[src/rtl/sc_sup_pkg.sv]
package sc_sup_pkg;

  typedef enum logic [1:0] {
    VC_OFF = 2'b00,
    VC_3V0 = 2'b01,
    VC_5V0 = 2'b10,
    VC_1V8 = 2'b11
  } vcode_e;

  typedef enum logic [1:0] {
    SEQ_IDLE   = 2'b00,
    SEQ_DECIDE = 2'b01,
    SEQ_ACTIVE = 2'b10
  } seq_e;

  localparam int unsigned MAX_RATIO = 8;

  // divider code to division ratio; the order follows the four pin levels
  function automatic logic [3:0] ratio_of(input logic [1:0] sel);
    case (sel)
      2'b00:   return 4'd4;
      2'b01:   return 4'd1;
      2'b10:   return 4'd8;
      default: return 4'd2;
    endcase
  endfunction

  // final voltage from the level seen at the command edge and the window outcome
  function automatic vcode_e pick_voltage(input logic high_at_edge, input logic low_volt_hit);
    if (low_volt_hit)      return VC_1V8;
    else if (high_at_edge) return VC_5V0;
    else                   return VC_3V0;
  endfunction

endpackage

[src/rtl/sc_sync.sv]
module sc_sync #(
  parameter int unsigned W      = 1,
  parameter int unsigned STAGES = 2,
  parameter logic [W-1:0] RST_VAL = '0
) (
  input  logic         clk,
  input  logic         rst_n,
  input  logic [W-1:0] d,
  output logic [W-1:0] q
);

  logic [STAGES-1:0][W-1:0] pipe;

  always_ff @(posedge clk or negedge rst_n) begin
    if (!rst_n) pipe <= {STAGES{RST_VAL}};
    else        pipe <= {pipe[STAGES-2:0], d};
  end

  assign q = pipe[STAGES-1];

endmodule

[src/rtl/sc_presence_filter.sv]
module sc_presence_filter #(
  parameter int unsigned DEB_CYCLES = 625000
) (
  input  logic clk,
  input  logic rst_n,
  input  logic raw,
  output logic present
);

  localparam int unsigned CW = $clog2(DEB_CYCLES + 1);

  logic [CW-1:0] stable_cnt;
  logic          held;
  logic          accept_evt;

  assign accept_evt = raw && !held && (stable_cnt == CW'(DEB_CYCLES));

  always_ff @(posedge clk or negedge rst_n) begin
    if (!rst_n) begin
      stable_cnt <= '0;
      held       <= 1'b0;
    end else if (!raw) begin
      stable_cnt <= '0;
      held       <= 1'b0;
    end else if (stable_cnt == CW'(DEB_CYCLES)) begin
      held       <= 1'b1;
    end else begin
      stable_cnt <= stable_cnt + CW'(1);
    end
  end

  // removal bypasses the filter
  assign present = held & raw;


  accept_after_count_chk: assert property (@(posedge clk) disable iff (!rst_n)
    $rose(held) |-> $past(stable_cnt) == CW'(DEB_CYCLES));


  accept_event_chk: assert property (@(posedge clk) disable iff (!rst_n)
    accept_evt |=> held || !raw);

endmodule

[src/rtl/sc_power_seq.sv]
module sc_power_seq
  import sc_sup_pkg::*;
#(
  parameter int unsigned WIN_CYCLES = 50
) (
  input  logic   clk,
  input  logic   rst_n,
  input  logic   cmd_n_s,
  input  logic   vsel_s,
  input  logic   present,
  output logic   supply_en,
  output vcode_e vcode,
  output logic   cmd_edge
);

  localparam int unsigned CW = $clog2(WIN_CYCLES + 2);
  localparam logic [CW-1:0] WIN_V = CW'(WIN_CYCLES);
  localparam logic [CW-1:0] SAT_V = CW'(WIN_CYCLES + 1);

  seq_e          state;
  logic          cmd_prev, vsel_prev;
  logic [CW-1:0] since_fall, win_cnt;
  logic          high_at_edge, hit;
  vcode_e        code_q;

  logic cmd_fall, cmd_rise, vsel_fall, early_hit, late_hit, window_end;

  assign cmd_fall   = cmd_prev & ~cmd_n_s;
  assign cmd_rise   = ~cmd_prev & cmd_n_s;
  assign vsel_fall  = vsel_prev & ~vsel_s;
  assign early_hit  = vsel_fall | (~vsel_s & (since_fall < WIN_V));
  assign late_hit   = vsel_fall & high_at_edge;
  assign window_end = (state == SEQ_DECIDE) && (win_cnt == WIN_V);
  assign cmd_edge   = cmd_fall | cmd_rise;

  // cycles since the last voltage-select fall, saturating just past the window
  always_ff @(posedge clk or negedge rst_n) begin
    if (!rst_n) begin
      cmd_prev   <= 1'b1;
      vsel_prev  <= 1'b1;
      since_fall <= SAT_V;
    end else begin
      cmd_prev  <= cmd_n_s;
      vsel_prev <= vsel_s;
      if (vsel_fall)                since_fall <= '0;
      else if (since_fall != SAT_V) since_fall <= since_fall + CW'(1);
    end
  end

  always_ff @(posedge clk or negedge rst_n) begin
    if (!rst_n) begin
      state        <= SEQ_IDLE;
      win_cnt      <= '0;
      high_at_edge <= 1'b0;
      hit          <= 1'b0;
      code_q       <= VC_OFF;
    end else begin
      case (state)
        SEQ_IDLE: begin
          code_q <= VC_OFF;
          if (cmd_fall && present) begin
            state        <= SEQ_DECIDE;
            win_cnt      <= CW'(1);
            high_at_edge <= vsel_s;
            hit          <= early_hit;
          end
        end
        SEQ_DECIDE: begin
          if (cmd_n_s || !present) begin
            state <= SEQ_IDLE;
          end else begin
            if (late_hit) hit <= 1'b1;
            if (window_end) begin
              state  <= SEQ_ACTIVE;
              code_q <= pick_voltage(high_at_edge, hit | late_hit);
            end else begin
              win_cnt <= win_cnt + CW'(1);
            end
          end
        end
        SEQ_ACTIVE: begin
          if (cmd_n_s || !present) begin
            state  <= SEQ_IDLE;
            code_q <= VC_OFF;
          end
        end
        default: begin
          state  <= SEQ_IDLE;
          code_q <= VC_OFF;
        end
      endcase
    end
  end

  assign supply_en = (state == SEQ_ACTIVE);
  assign vcode     = code_q;


  code_hold_chk: assert property (@(posedge clk) disable iff (!rst_n)
    supply_en && $past(supply_en) |-> $stable(code_q));


  code_when_on_chk: assert property (@(posedge clk) disable iff (!rst_n)
    supply_en == (code_q != VC_OFF));


  release_chk: assert property (@(posedge clk) disable iff (!rst_n)
    cmd_n_s |=> !supply_en);


  window_first_chk: assert property (@(posedge clk) disable iff (!rst_n)
    $rose(supply_en) |-> $past(window_end));

endmodule

[src/rtl/sc_clk_divider.sv]
module sc_clk_divider
  import sc_sup_pkg::*;
(
  input  logic       clk,
  input  logic       rst_n,
  input  logic       run,
  input  logic [1:0] sel,
  output logic       tick
);

  localparam int unsigned CW = $clog2(MAX_RATIO);

  logic [1:0]    ratio_q;
  logic [CW-1:0] cnt;
  logic          wrap;

  assign wrap = (4'(cnt) == ratio_of(ratio_q) - 4'd1);

  always_ff @(posedge clk or negedge rst_n) begin
    if (!rst_n) begin
      ratio_q <= 2'b00;
      cnt     <= '0;
    end else if (!run) begin
      ratio_q <= sel;
      cnt     <= '0;
    end else if (wrap) begin
      cnt     <= '0;
    end else begin
      cnt     <= cnt + CW'(1);
    end
  end

  assign tick = run & (cnt == '0);


  ratio_frozen_chk: assert property (@(posedge clk) disable iff (!rst_n)
    run && $past(run) |-> $stable(ratio_q));


  tick_spacing_chk: assert property (@(posedge clk) disable iff (!rst_n)
    tick && $past(tick) |-> ratio_q == 2'b01);

endmodule

[src/rtl/sc_supervisor.sv]
module sc_supervisor
  import sc_sup_pkg::*;
#(
  parameter int unsigned DEB_CYCLES  = 625000,
  parameter int unsigned WIN_CYCLES  = 50,
  parameter int unsigned SYNC_STAGES = 2
) (
  input  logic       clk,
  input  logic       rst_n,
  input  logic       card_det,
  input  logic       pwr_cmd_n,
  input  logic       vsel,
  input  logic [1:0] div_sel,
  input  logic       fault,
  output logic       supply_en,
  output logic [1:0] vsel_code,
  output logic       card_clk_en,
  output logic       irq_n
);

  logic   card_s, cmd_n_s, vsel_s, fault_s;
  logic   present, cmd_edge;
  vcode_e vcode;
  logic   pres_prev, chg_flag, pres_change;

  sc_sync #(.W(4), .STAGES(SYNC_STAGES), .RST_VAL(4'b0110)) u_sync (
    .clk   (clk),
    .rst_n (rst_n),
    .d     ({card_det, pwr_cmd_n, vsel, fault}),
    .q     ({card_s, cmd_n_s, vsel_s, fault_s})
  );

  sc_presence_filter #(.DEB_CYCLES(DEB_CYCLES)) u_filter (
    .clk     (clk),
    .rst_n   (rst_n),
    .raw     (card_s),
    .present (present)
  );

  sc_power_seq #(.WIN_CYCLES(WIN_CYCLES)) u_seq (
    .clk       (clk),
    .rst_n     (rst_n),
    .cmd_n_s   (cmd_n_s),
    .vsel_s    (vsel_s),
    .present   (present),
    .supply_en (supply_en),
    .vcode     (vcode),
    .cmd_edge  (cmd_edge)
  );

  sc_clk_divider u_div (
    .clk   (clk),
    .rst_n (rst_n),
    .run   (supply_en),
    .sel   (div_sel),
    .tick  (card_clk_en)
  );

  assign vsel_code   = vcode;
  assign pres_change = present ^ pres_prev;

  always_ff @(posedge clk or negedge rst_n) begin
    if (!rst_n) begin
      pres_prev <= 1'b0;
      chg_flag  <= 1'b0;
    end else begin
      pres_prev <= present;
      if (pres_change)   chg_flag <= 1'b1;
      else if (cmd_edge) chg_flag <= 1'b0;
    end
  end

  assign irq_n = ~(chg_flag | fault_s);


  fault_irq_chk: assert property (@(posedge clk) disable iff (!rst_n)
    fault_s |-> !irq_n);


  change_irq_chk: assert property (@(posedge clk) disable iff (!rst_n)
    pres_change |=> !irq_n);


  removal_chk: assert property (@(posedge clk) disable iff (!rst_n)
    !card_s |=> !supply_en && !card_clk_en);


  needs_card_chk: assert property (@(posedge clk) disable iff (!rst_n)
    $rose(supply_en) |-> $past(present));

endmodule

[config.mk]
export PLATFORM = sky130hd
export DESIGN_NAME = sc_supervisor
export DESIGN_NICKNAME = d
export VERILOG_FILES = /design/src/rtl/sc_sup_pkg.sv /design/src/rtl/sc_sync.sv /design/src/rtl/sc_presence_filter.sv /design/src/rtl/sc_power_seq.sv /design/src/rtl/sc_clk_divider.sv /design/src/rtl/sc_supervisor.sv
export SDC_FILE = /design/constraint.sdc
export NUM_CORES = 1
export LEC_CHECK = 0
export ABC_CLOCK_PERIOD_IN_PS = 5500
export CORE_UTILIZATION = 64
export DETAILED_ROUTE_END_ITERATION = 10
export GPL_TIMING_DRIVEN = 0
export MAX_ROUTING_LAYER = met4
export PLACE_DENSITY = 0.89
export SLEW_MARGIN = 40
export SYNTH_ARGS = -nofsm -noshare
export SYNTH_HDL_FRONTEND = slang
export SYNTH_SLANG_ARGS = --single-unit
[constraint.sdc]
create_clock -name clk -period 5.5 [get_ports clk]
set_input_delay 0.55 -clock clk [delete_from_list [all_inputs] [get_ports clk]]
set_output_delay 0.55 -clock clk [all_outputs]
set_load 0.01 [all_outputs]
==> run summary, run 1 <==
OUTCOME
-------------------------------------------------------------------------------------------------
Run status                                                                           finished, final reports clean

FLOORPLAN
-------------------------------------------------------------------------------------------------
Die X                                                                                     66.5 um
Top-level I/O count                                                                            13
Die Area                                                                                 4420 um2
Floorplan Core Area                                                                      4000 um2
Initial Util                                                                                66.6%
Die Span Y                                                                                66.5 um
Total number of placement rows                                                                 23

GLOBAL ROUTE
-------------------------------------------------------------------------------------------------
Vias in the first global route                                                               1903
Aggregate global routing overflow                                                               0
Total Routing Usage GR                                                                      26.0%
First-pass GRT wire length                                                                8340 um
Initial antenna violation count                                                                 0
Maximum number of pins on one net before global-route repair                                   37

DETAILED ROUTING
-------------------------------------------------------------------------------------------------
Vias                                                                                         1886
Number of nets with antenna violations after routing                                            0
Number of DRC violations after detailed-routing iteration 0                                    91
Routed WL per cell                                                                        14.5 um
First-pass detailed-route iteration total                                                       4
Detailed Route WL                                                                         4780 um
Total DRC errors in the routed layout                                                           0
Vias per Instance                                                                            5.72

CLOCK TREE
-------------------------------------------------------------------------------------------------
Number of CTS-inserted buffers                                                                  5
Clock tree from TritonCTS                                                                     yes
Worst skew pair latency                                                                   0.30 ns
Maximum buffer depth of the clock tree                                                          2
Register clock-pin slew on the reported worst setup and hold paths                        0.09 ns
Number of clock sinks                                                                          56
Clock root cell                                                                      sky130_fd_sc_hd__clkbuf_8
CTS H-Tree Depth                                                                                2
Hold-fix buffers, CTS                                                                           0
Setup bufs post-CTS                                                                             0
Post-cts sizing count                                                                           0

STA
-------------------------------------------------------------------------------------------------
Worst hold slack after final layout                                                      0.111 ns
Number of pins with negative max-slew slack in the final report                                 0
Clock period minus worst slack                                                            2.32 ns
Setup-violating endpoint count in the final report                                              0
Actual transition at the worst max-transition pin                                        0.609 ns
Final TNS setup                                                                              0 ns
Clk_skew                                                                               0.00926 ns
Maximum frequency from static timing analysis                                             431 MHz
Max transition margin                                                                       59.3%
Number of failing hold endpoints at the final stage                                             0
RSZ-0062 raised after global routing                                                           no
Period Utilization, post-route                                                              42.2%

FINISH
-------------------------------------------------------------------------------------------------
Synth-to-Final Area Change                                                                  11.0%
Final nets                                                                                    295
Antenna diode count                                                                             0
Most frequent cells in the layout                                                    sky130_fd_sc_hd__dfrtp_1 (46), sky130_fd_sc_hd__nand2_1 (29), sky130_fd_sc_hd__nor2_1 (23), sky130_fd_sc_hd__inv_1 (12)
Commonest non-fill, non-tap cell in the layout                                       sky130_fd_sc_hd__dfrtp_1
Share of layout cells above drive strength 1                                                9.29%
Fillers                                                                                       295

CRITICAL PATH
-------------------------------------------------------------------------------------------------
Longest individual stage delay on the worst path                                          0.57 ns
Critical path startpoint                                                             u_seq.state[0]$_DFFE_PN0P_
Cell with the largest stage delay on the worst path                                  sky130_fd_sc_hd__clkdlybuf4s50_1
CP arrival                                                                                1.77 ns
Reg2Reg Depth                                                                                   4
Levels on crit path                                                                             3
RR Endpoint                                                                          u_filter.stable_cnt[1]$_DFFE_PN0P_
Buf/Inv on CP                                                                                   1
RR Startpoint                                                                        u_filter.stable_cnt[12]$_DFFE_PN0P_
End point of the critical path                                                        card_clk_en
Worst reg2reg setup slack                                                                 3.57 ns
Worst path top cell family by delay                                                  buffers and inverters
Crit path required time                                                                   4.95 ns
Cells along the critical path                                                        nand2b_1 -> nor3b_1 -> clkdlybuf4s50_1
Critical path class                                                                       reg2out
Critical path launch point type                                                              flop
Highest net fanout along the worst path                                                         6
Critical path endpoint category                                                       output port

MIN PATH
-------------------------------------------------------------------------------------------------
Path class of the lowest-slack min-delay path                                            in2async

SYNTHESIS
-------------------------------------------------------------------------------------------------
Number of distinct library cell variants in the gate-level netlist after synthesis             37
Post-synthesis sequential element count                                                        56
Post-synth top area share                                                                   43.2%
Post-Synthesis Cell Area                                                                 2660 um2
Largest cells by area after synthesis                                                sky130_fd_sc_hd__dfrtp_1 (43%), sky130_fd_sc_hd__dfstp_2 (9.9%), sky130_fd_sc_hd__nand2_1 (4.1%)
Gate count after technology mapping                                                           259
Synth warnings                                                                                  0
Net count after synthesis                                                                     275
Proportion of synthesized chip area in sequential cells                                     53.1%
Cell taking the most area after synthesis                                            sky130_fd_sc_hd__dfrtp_1
Average cell area after synthesis                                                        10.3 um2

PLACE
-------------------------------------------------------------------------------------------------
I/O Buffers                                                                                    12
Hpwl dp                                                                                   3450 um
Final estimated routing congestion in global placement                                      0.817

RUN
-------------------------------------------------------------------------------------------------
Max Cap Violations                                                                              0

PWR
-------------------------------------------------------------------------------------------------
Static Leak                                                                               1.26 nW
PwrDens                                                                                244 nW/um2
Peak supply drop                                                                         0.140 mV
Post-layout power                                                                        0.721 mW

==> routing by layer <==
layer  vias up  routed length (um)  global-route usage [%]
met4         0                  80                    11.2
met5         -                   0                       -
li1        941                   -                       -
met3         7                 138                    5.65
met2        24                2450                    43.2
met1       914                2110                    30.6
==> synth_stat cells, drive strengths merged <==
cell     count
a211oi       1
a21bo        1
a21oi        9
a2bb2oi      2
a32o         1
and2         2
and3         2
and4         2
clkbuf       4
dfrtp       46
dfstp       10
ha           8
inv         12
mux2i        7
nand2       29
nand2b       7
nand3       10
nand3b       2
nand4        9
nor2        23
nor2b        4
nor3         9
nor3b        6
nor4         5
nor4b        4
nor4bb       2
o211ai       3
o21a         2
o21ai        9
or2          1
or3          3
or4          1
or4b         2
xnor2       11
xor2        10
==> flip-flops by register name (all words and copies together) (netlist names) <==
register / cells
u_seq.hit: 1
u_seq.high_at_edge: 1
chg_flag: 1
u_div.cnt: 3
u_seq.vcode: 2
u_seq.win_cnt: 6
u_sync.pipe: 4
u_seq.cmd_prev: 1
pres_prev: 1
u_div.ratio_q: 2
u_seq.vsel_prev: 1
u_filter.stable_cnt: 20
u_filter.held: 1
u_sync.q: 4
u_seq.since_fall: 6
u_seq.state: 2
==> report_power, final <==
part	total, mW	internal (mW)	switching, mW
clock	0.212	0.0897	0.122
sequential	0.453	0.434	0.0194
combinational	0.0560	0.0258	0.0303
==> kinds of logic (layout without fill, tap and decap cells) <==
family / Yosys count / in the layout / share of synthesized area, %
multiplexers: 7 / 7 / 2.63
AO/OA/AOI/OAI: 28 / 28 / 6.48
XOR/XNOR: 21 / 21 / 6.90
buffers and inverters: 16 / 37 / 2.25
flip-flops: 56 / 56 / 53.1
adder cells (fa/ha/maj): 8 / 8 / 3.76
AND/OR/NAND/NOR: 123 / 123 / 24.9
==> worst min-delay path by stage <==
stage	from	to	slack (ns)	cells after the start
6_report	rst_n	u_div.ratio_q[1]$_DFFE_PN0N_	0.11	1
5_1_grt	rst_n	u_div.ratio_q[1]$_DFFE_PN0N_	0.11	1
4_1_cts	rst_n	u_div.ratio_q[1]$_DFFE_PN0N_	0.10	1
3_5_place_dp	u_sync.pipe[1]$_DFF_PN1_	u_sync.q[1]$_DFF_PN1_	0.35	0
3_3_place_gp	u_sync.pipe[0]$_DFF_PN0_	u_sync.q[0]$_DFF_PN0_	0.33	0
2_1_floorplan	rst_n	chg_flag$_DFFE_PN0P_	0.25	0
==> layout make-up <==
cell class / count / area [um2] / area share, %
plain buffers: 4 / 15.0 / 0.508
clock buffers: 7 / 76.3 / 2.58
clock inverters: 1 / 5.00 / 0.169
inverters: 12 / 45.0 / 1.52
multi-input cells: 187 / 1200 / 40.6
flip-flops and latches: 56 / 1410 / 47.8
well taps: 50 / 62.6 / 2.12
repair buffers: 13 / 138 / 4.66
==> worst register-to-register path: stages (launching register included) <==
cell and delay, ns:
sky130_fd_sc_hd__dfrtp_1 0.43, sky130_fd_sc_hd__or4_1 0.56, sky130_fd_sc_hd__or3_4 0.38, sky130_fd_sc_hd__or3_1 0.35, sky130_fd_sc_hd__a21oi_1 0.14
==> per-stage QoR <==
| stage | util [%] | cells | setup WS, ns | cell area, um2 |
|---|---|---|---|---|
| 2_1_floorplan | - | 259 | 3.70 | 2660 |
| 3_3_place_gp | 71.2 | 321 | 2.28 | 2850 |
| 3_5_place_dp | 71.8 | 322 | 3.51 | 2870 |
| 4_1_cts | 73.8 | 330 | 3.15 | 2950 |
| 5_1_grt | 73.9 | 330 | 3.06 | 2960 |
| 6_report | 73.9 | 330 | 3.18 | 2960 |
No activity file was read; power rests on OpenSTA's default activity.
==> run 2: changes to the inputs <==
--- a/config.mk
+++ b/config.mk
@@ -5,12 +5,12 @@
 export SDC_FILE = /design/constraint.sdc
 export NUM_CORES = 1
 export LEC_CHECK = 0
-export ABC_CLOCK_PERIOD_IN_PS = 5500
-export CORE_UTILIZATION = 64
+export ABC_CLOCK_PERIOD_IN_PS = 2400
+export CORE_UTILIZATION = 59
 export DETAILED_ROUTE_END_ITERATION = 10
 export GPL_TIMING_DRIVEN = 0
 export MAX_ROUTING_LAYER = met4
-export PLACE_DENSITY = 0.89
+export PLACE_DENSITY = 0.83
 export SLEW_MARGIN = 40
 export SYNTH_ARGS = -nofsm -noshare
 export SYNTH_HDL_FRONTEND = slang
==> constraint.sdc (replaced) <==
create_clock -name clk -period 2.4 [get_ports clk]
set_input_delay 0.24 -clock clk [delete_from_list [all_inputs] [get_ports clk]]
set_output_delay 0.24 -clock clk [all_outputs]
set_load 0.01 [all_outputs]
==> run summary, run 2 (synthesis results as in run 1) <==
FLOORPLAN
---------------------------------------------------------------------------------
Total number of placement rows                                                 24
Floorplan Core Area                                                      4350 um2
Initial Util                                                                61.2%
Die X                                                                     69.2 um
Die Span Y                                                                69.2 um
Die Area                                                                 4790 um2
Top-level I/O count                                                            13

FINISH
---------------------------------------------------------------------------------
Total area of multi-input combinational cells                            1200 um2
Most frequent cells in the layout                                    sky130_fd_sc_hd__dfrtp_1 (46), sky130_fd_sc_hd__nand2_1 (29), sky130_fd_sc_hd__nor2_1 (23), sky130_fd_sc_hd__inv_1 (12)
Flip-flop count of the largest register after layout                           20
Final non-filler cell total                                                   333
Fillers                                                                       327
Commonest non-fill, non-tap cell in the layout                       sky130_fd_sc_hd__dfrtp_1
Register containing the most flip-flops in the final layout          u_filter.stable_cnt
Share of layout cells above drive strength 1                                9.61%
Final nets                                                                    296
Antenna diode count                                                             0
Final non-filler cell area                                               3000 um2
Leading registers by flop count                                      u_filter.stable_cnt: 20 flops, u_seq.since_fall: 6 flops, u_seq.win_cnt: 6 flops
Synth-to-Final Area Change                                                  12.4%
Storage element area                                                     1410 um2

CRITICAL PATH
---------------------------------------------------------------------------------
Levels on crit path                                                             3
Critical path launch point type                                              flop
Worst path top cell family by delay                                  buffers and inverters
Longest individual stage delay on the worst path                          0.58 ns
Cell with the largest stage delay on the worst path                  sky130_fd_sc_hd__clkdlybuf4s50_1
RR Endpoint                                                          u_filter.stable_cnt[1]$_DFFE_PN0P_
Cells along the critical path                                        nand2b_1 -> nor3b_1 -> clkdlybuf4s50_1
CP arrival                                                                1.82 ns
Reg2Reg Depth                                                                   4
Critical path endpoint category                                       output port
Critical path class                                                       reg2out
Buf/Inv on CP                                                                   1
RR Startpoint                                                        u_filter.stable_cnt[12]$_DFFE_PN0P_
Highest net fanout along the worst path                                         6
Worst reg2reg setup slack                                                 0.47 ns
Crit path required time                                                   2.16 ns

CLOCK TREE
---------------------------------------------------------------------------------
Maximum buffer depth of the clock tree                                          2
Setup bufs post-CTS                                                             0
Post-cts sizing count                                                           0
Number of CTS-inserted buffers                                                  5
Number of clock sinks                                                          56
Hold-fix buffers, CTS                                                           1
Worst skew pair latency                                                   0.31 ns
CTS H-Tree Depth                                                                2
Clock tree from TritonCTS                                                     yes
Register clock-pin slew on the reported worst setup and hold paths        0.10 ns
Clock root cell                                                      sky130_fd_sc_hd__clkbuf_8

PLACE
---------------------------------------------------------------------------------
Setup WS pre-CTS                                                         0.486 ns
Post-DP Area                                                             2870 um2
Post-placement cell count                                                     324
Hpwl dp                                                                   3340 um
I/O Buffers                                                                    12
Final estimated routing congestion in global placement                      0.831

MIN PATH
---------------------------------------------------------------------------------
Hold wc startpoint                                                           vsel
Hold Path Sink                                                       u_sync.pipe[1]$_DFF_PN1_
Worst Hold Depth                                                                1
Path class of the lowest-slack min-delay path                              in2reg

STA
---------------------------------------------------------------------------------
Max transition margin                                                       62.4%
Maximum frequency from static timing analysis                             486 MHz
Number of failing hold endpoints at the final stage                             0
Number of pins with negative max-slew slack in the final report                 0
Period Utilization, post-route                                              85.7%
Clock period minus worst slack                                            2.06 ns
Final worst setup slack                                                  0.342 ns
RSZ-0062 raised after global routing                                           no
Setup-violating endpoint count in the final report                              0
Worst hold slack after final layout                                      0.330 ns
Clk_skew                                                               0.00651 ns
Actual transition at the worst max-transition pin                        0.557 ns

DETAILED ROUTING
---------------------------------------------------------------------------------
Vias                                                                         1887
Number of DRC violations after detailed-routing iteration 0                    78
Total DRC errors in the routed layout                                           0
Detailed Route WL                                                         4660 um
Vias per Instance                                                            5.67
Routed WL per cell                                                        14.0 um
First-pass detailed-route iteration total                                       4
Number of nets with antenna violations after routing                            0

GLOBAL ROUTE
---------------------------------------------------------------------------------
Total Routing Usage GR                                                      21.7%
First-pass GRT wire length                                                8000 um
Maximum number of pins on one net before global-route repair                   37
Aggregate global routing overflow                                               0
Vias in the first global route                                               1809
Initial antenna violation count                                                 0

OUTCOME
---------------------------------------------------------------------------------
Run status                                                           finished, final reports clean

PWR
---------------------------------------------------------------------------------
PwrDens                                                                591 nW/um2
Post-layout power                                                         1.77 mW
Peak supply drop                                                         0.408 mV
Static Leak                                                               1.28 nW

RUN
---------------------------------------------------------------------------------
Max Cap Violations                                                              0

==> run 2: worst reg2reg max path, stage by stage, from the launching register on <==
cell and delay [ns]:
sky130_fd_sc_hd__dfrtp_1 0.44, sky130_fd_sc_hd__or4_1 0.55, sky130_fd_sc_hd__or3_4 0.38, sky130_fd_sc_hd__or3_1 0.35, sky130_fd_sc_hd__a21oi_1 0.14
==> run 2: report_power, final <==
group          internal, mW  switching (mW)
clock                 0.310           0.298
combinational        0.0589          0.0688
sequential            0.993          0.0408
==> run 2: how the worst max path moves through the flow <==
stage	slack (ns)	endpoint	start
after global routing	0.28	card_clk_en	u_seq.state[0]$_DFFE_PN0P_
after CTS	0.33	card_clk_en	u_seq.state[0]$_DFFE_PN0P_
final	0.34	card_clk_en	u_seq.state[0]$_DFFE_PN0P_
after global placement	-0.53	u_filter.stable_cnt[9]$_DFFE_PN0P_	rst_n
after floorplan	0.60	u_filter.stable_cnt[1]$_DFFE_PN0P_	u_filter.stable_cnt[12]$_DFFE_PN0P_
after detailed placement	0.49	u_filter.stable_cnt[1]$_DFFE_PN0P_	u_filter.stable_cnt[12]$_DFFE_PN0P_
==> run 2: layer usage <==
metal / wire length (um) / global-route usage, % / share of wire, % / vias up
li1: - / - / - / 938
met1: 2130 / 26.7 / 46 / 918
met2: 2320 / 35.7 / 50 / 23
met3: 113 / 4.36 / 2.4 / 8
met4: 87 / 7.94 / 1.9 / 0
met5: 0 / - / 0 / -
==> run 2: final cells by class <==
class                   count  share of cell area (%)
repair buffers             14                    4.93
inverters                  12                    1.50
clock buffers               6                    2.42
clock inverters             2                    1.17
multi-input cells         187                    40.1
plain buffers               4                   0.501
flip-flops and latches     56                    47.2
well taps                  52                    2.17
==> run 2: metrics by stage <==
| step | TNS, ns | utilization (%) |
|---|---|---|
| after floorplan | 0 | - |
| after global placement | -24.20 | 65.4 |
| after detailed placement | 0 | 66.0 |
| after CTS | 0 | 68.7 |
| after global routing | 0 | 68.8 |
| final | 0 | 68.8 |
==> run 3: changes to the inputs <==
--- a/config.mk
+++ b/config.mk
@@ -6,6 +6,7 @@
 export NUM_CORES = 1
 export LEC_CHECK = 0
 export ABC_CLOCK_PERIOD_IN_PS = 2400
+export CORE_ASPECT_RATIO = 0.7
 export CORE_UTILIZATION = 59
 export DETAILED_ROUTE_END_ITERATION = 10
 export GPL_TIMING_DRIVEN = 0
==> run summary, run 3 (synthesis results as in run 1) <==
PWR
---------------------------------------------------------------------------------
Peak supply drop                                                         0.497 mV
PwrDens                                                                567 nW/um2
Static Leak                                                               1.27 nW

CRITICAL PATH
---------------------------------------------------------------------------------
Critical path endpoint category                                       output port
Critical path launch point type                                              flop
Buf/Inv on CP                                                                   1
Longest individual stage delay on the worst path                          0.56 ns
Worst path top cell family by delay                                  buffers and inverters
Highest net fanout along the worst path                                         6
Critical path class                                                       reg2out
CP arrival                                                                1.76 ns
Cells along the critical path                                        nand2b_1 -> nor3b_1 -> clkdlybuf4s50_1
Crit path required time                                                   2.16 ns
Cell with the largest stage delay on the worst path                  sky130_fd_sc_hd__clkdlybuf4s50_1

FLOORPLAN
---------------------------------------------------------------------------------
Die Area                                                                 4790 um2
Top-level I/O count                                                            13
Initial Util                                                                61.5%
Floorplan Core Area                                                      4330 um2
Die X                                                                     82.3 um
Total number of placement rows                                                 20
Die Span Y                                                                58.2 um

DETAILED ROUTING
---------------------------------------------------------------------------------
Routed WL per cell                                                        14.0 um
Number of nets with antenna violations after routing                            0
Number of DRC violations after detailed-routing iteration 0                   117
Detailed Route WL                                                         4690 um
Vias per Instance                                                            5.75
Total DRC errors in the routed layout                                           0
First-pass detailed-route iteration total                                       4
Vias                                                                         1933

FINISH
---------------------------------------------------------------------------------
Share of layout cells above drive strength 1                                9.25%
Commonest non-fill, non-tap cell in the layout                       sky130_fd_sc_hd__dfrtp_1
Final nets                                                                    296
Synth-to-Final Area Change                                                  11.9%
Flip-flop count of the largest register after layout                           20
Final non-filler cell area                                               2980 um2
Antenna diode count                                                             0
Leading registers by flop count                                      u_filter.stable_cnt: 20 flops, u_seq.since_fall: 6 flops, u_seq.win_cnt: 6 flops
Register containing the most flip-flops in the final layout          u_filter.stable_cnt
Most frequent cells in the layout                                    sky130_fd_sc_hd__dfrtp_1 (46), sky130_fd_sc_hd__nand2_1 (29), sky130_fd_sc_hd__nor2_1 (23), sky130_fd_sc_hd__inv_1 (12)

STA
---------------------------------------------------------------------------------
Maximum frequency from static timing analysis                             500 MHz
Max transition margin                                                       56.5%
Clk_skew                                                               0.00593 ns
Final worst setup slack                                                  0.398 ns
Setup-violating endpoint count in the final report                              0
Clock period minus worst slack                                            2.00 ns
Actual transition at the worst max-transition pin                        0.644 ns
Period Utilization, post-route                                              83.4%
Number of failing hold endpoints at the final stage                             0
Number of pins with negative max-slew slack in the final report                 0
RSZ-0062 raised after global routing                                           no

RUN
---------------------------------------------------------------------------------
Max Cap Violations                                                              0

PLACE
---------------------------------------------------------------------------------
I/O Buffers                                                                    12
Final estimated routing congestion in global placement                      0.810
Setup WS pre-CTS                                                         0.490 ns
Hpwl dp                                                                   3360 um
Post-DP Area                                                             2880 um2

GLOBAL ROUTE
---------------------------------------------------------------------------------
Vias in the first global route                                               1759
Total Routing Usage GR                                                      24.0%
Initial antenna violation count                                                 0
First-pass GRT wire length                                                8300 um
Aggregate global routing overflow                                               0
Maximum number of pins on one net before global-route repair                   46

CLOCK TREE
---------------------------------------------------------------------------------
Clock root cell                                                      sky130_fd_sc_hd__clkbuf_8
Register clock-pin slew on the reported worst setup and hold paths        0.10 ns
Number of clock sinks                                                          56
Number of CTS-inserted buffers                                                  5
CTS H-Tree Depth                                                                2
Post-cts sizing count                                                           0
Clock tree from TritonCTS                                                     yes
Setup bufs post-CTS                                                             0
Maximum buffer depth of the clock tree                                          2
Worst skew pair latency                                                   0.30 ns

MIN PATH
---------------------------------------------------------------------------------
Path class of the lowest-slack min-delay path                            in2async

OUTCOME
---------------------------------------------------------------------------------
Run status                                                           finished, final reports clean

==> run 3: cell count changes in the layout (fill, tap and decap cells not counted) <==
cell / before / now
sky130_fd_sc_hd__clkbuf_1: 5 / 6
sky130_fd_sc_hd__clkbuf_8: 5 / 6
sky130_fd_sc_hd__bufinv_16: 1 / 0
sky130_fd_sc_hd__clkinv_2: 1 / 0
==> run 3: through the flow <==
stage	power (mW)	hold slack (ns)	TNS, ns	utilization (%)	cells
2_1_floorplan	1.12	-0.0556	0	-	259
3_3_place_gp	1.17	0.332	-27.51	65.9	326
3_5_place_dp	1.18	0.0946	0	66.4	327
4_1_cts	1.71	0.305	0	68.8	336
5_1_grt	1.77	0.311	0	68.9	336
6_report	1.69	0.307	0	68.9	336
==> run 3: final timing paths <==
check | from | endpoint | slack, ns | cells after the start
max in group asynchronous | rst_n | u_sync.q[1]$_DFF_PN1_ | 1.56 | 3
hold reg to reg | u_sync.pipe[3]$_DFF_PN0_ | u_sync.q[3]$_DFF_PN0_ | 0.36 | 0
setup reg to reg | u_filter.stable_cnt[12]$_DFFE_PN0P_ | u_filter.stable_cnt[1]$_DFFE_PN0P_ | 0.48 | 4
setup / recovery | u_seq.state[0]$_DFFE_PN0P_ | card_clk_en | 0.40 | 3
min in group clk | pwr_cmd_n | u_sync.pipe[2]$_DFF_PN1_ | 0.34 | 1
hold / removal | rst_n | u_filter.stable_cnt[8]$_DFFE_PN0P_ | 0.31 | 2
==> run 3: power by group <==
group	switching (mW)	total, mW	internal, mW
clock	0.288	0.524	0.236
combinational	0.0709	0.130	0.0591
sequential	0.0419	1.04	0.993
total	0.401	1.69	1.29
==> run 3: routing by layer <==
metal  GRT usage, %  share of wire [%]  vias to the layer above  routed length (um)
met5              -                  0                        -                   0
met4           6.02               0.77                        0                  36
met3           4.72                3.6                        4                 169
met2           31.4                 42                       28                1980
met1           37.6                 54                      948                2510
li1               -                  -                      953                   -
==> run 3: final cells by class <==
class / count / area, um2
plain buffers: 4 / 15.0
clock buffers: 8 / 90.1
fillers: 341 / 1350
inverters: 12 / 45.0
multi-input cells: 187 / 1200
flip-flops and latches: 56 / 1410
well taps: 55 / 68.8
repair buffers: 14 / 148
==> run 3: repair_timing <==
| item | CTS | global route |
|---|---|---|
| hold endpoints to repair | 11 | 0 |
| setup endpoints to repair | 0 | 0 |
| hold buffers | 1 | 0 |
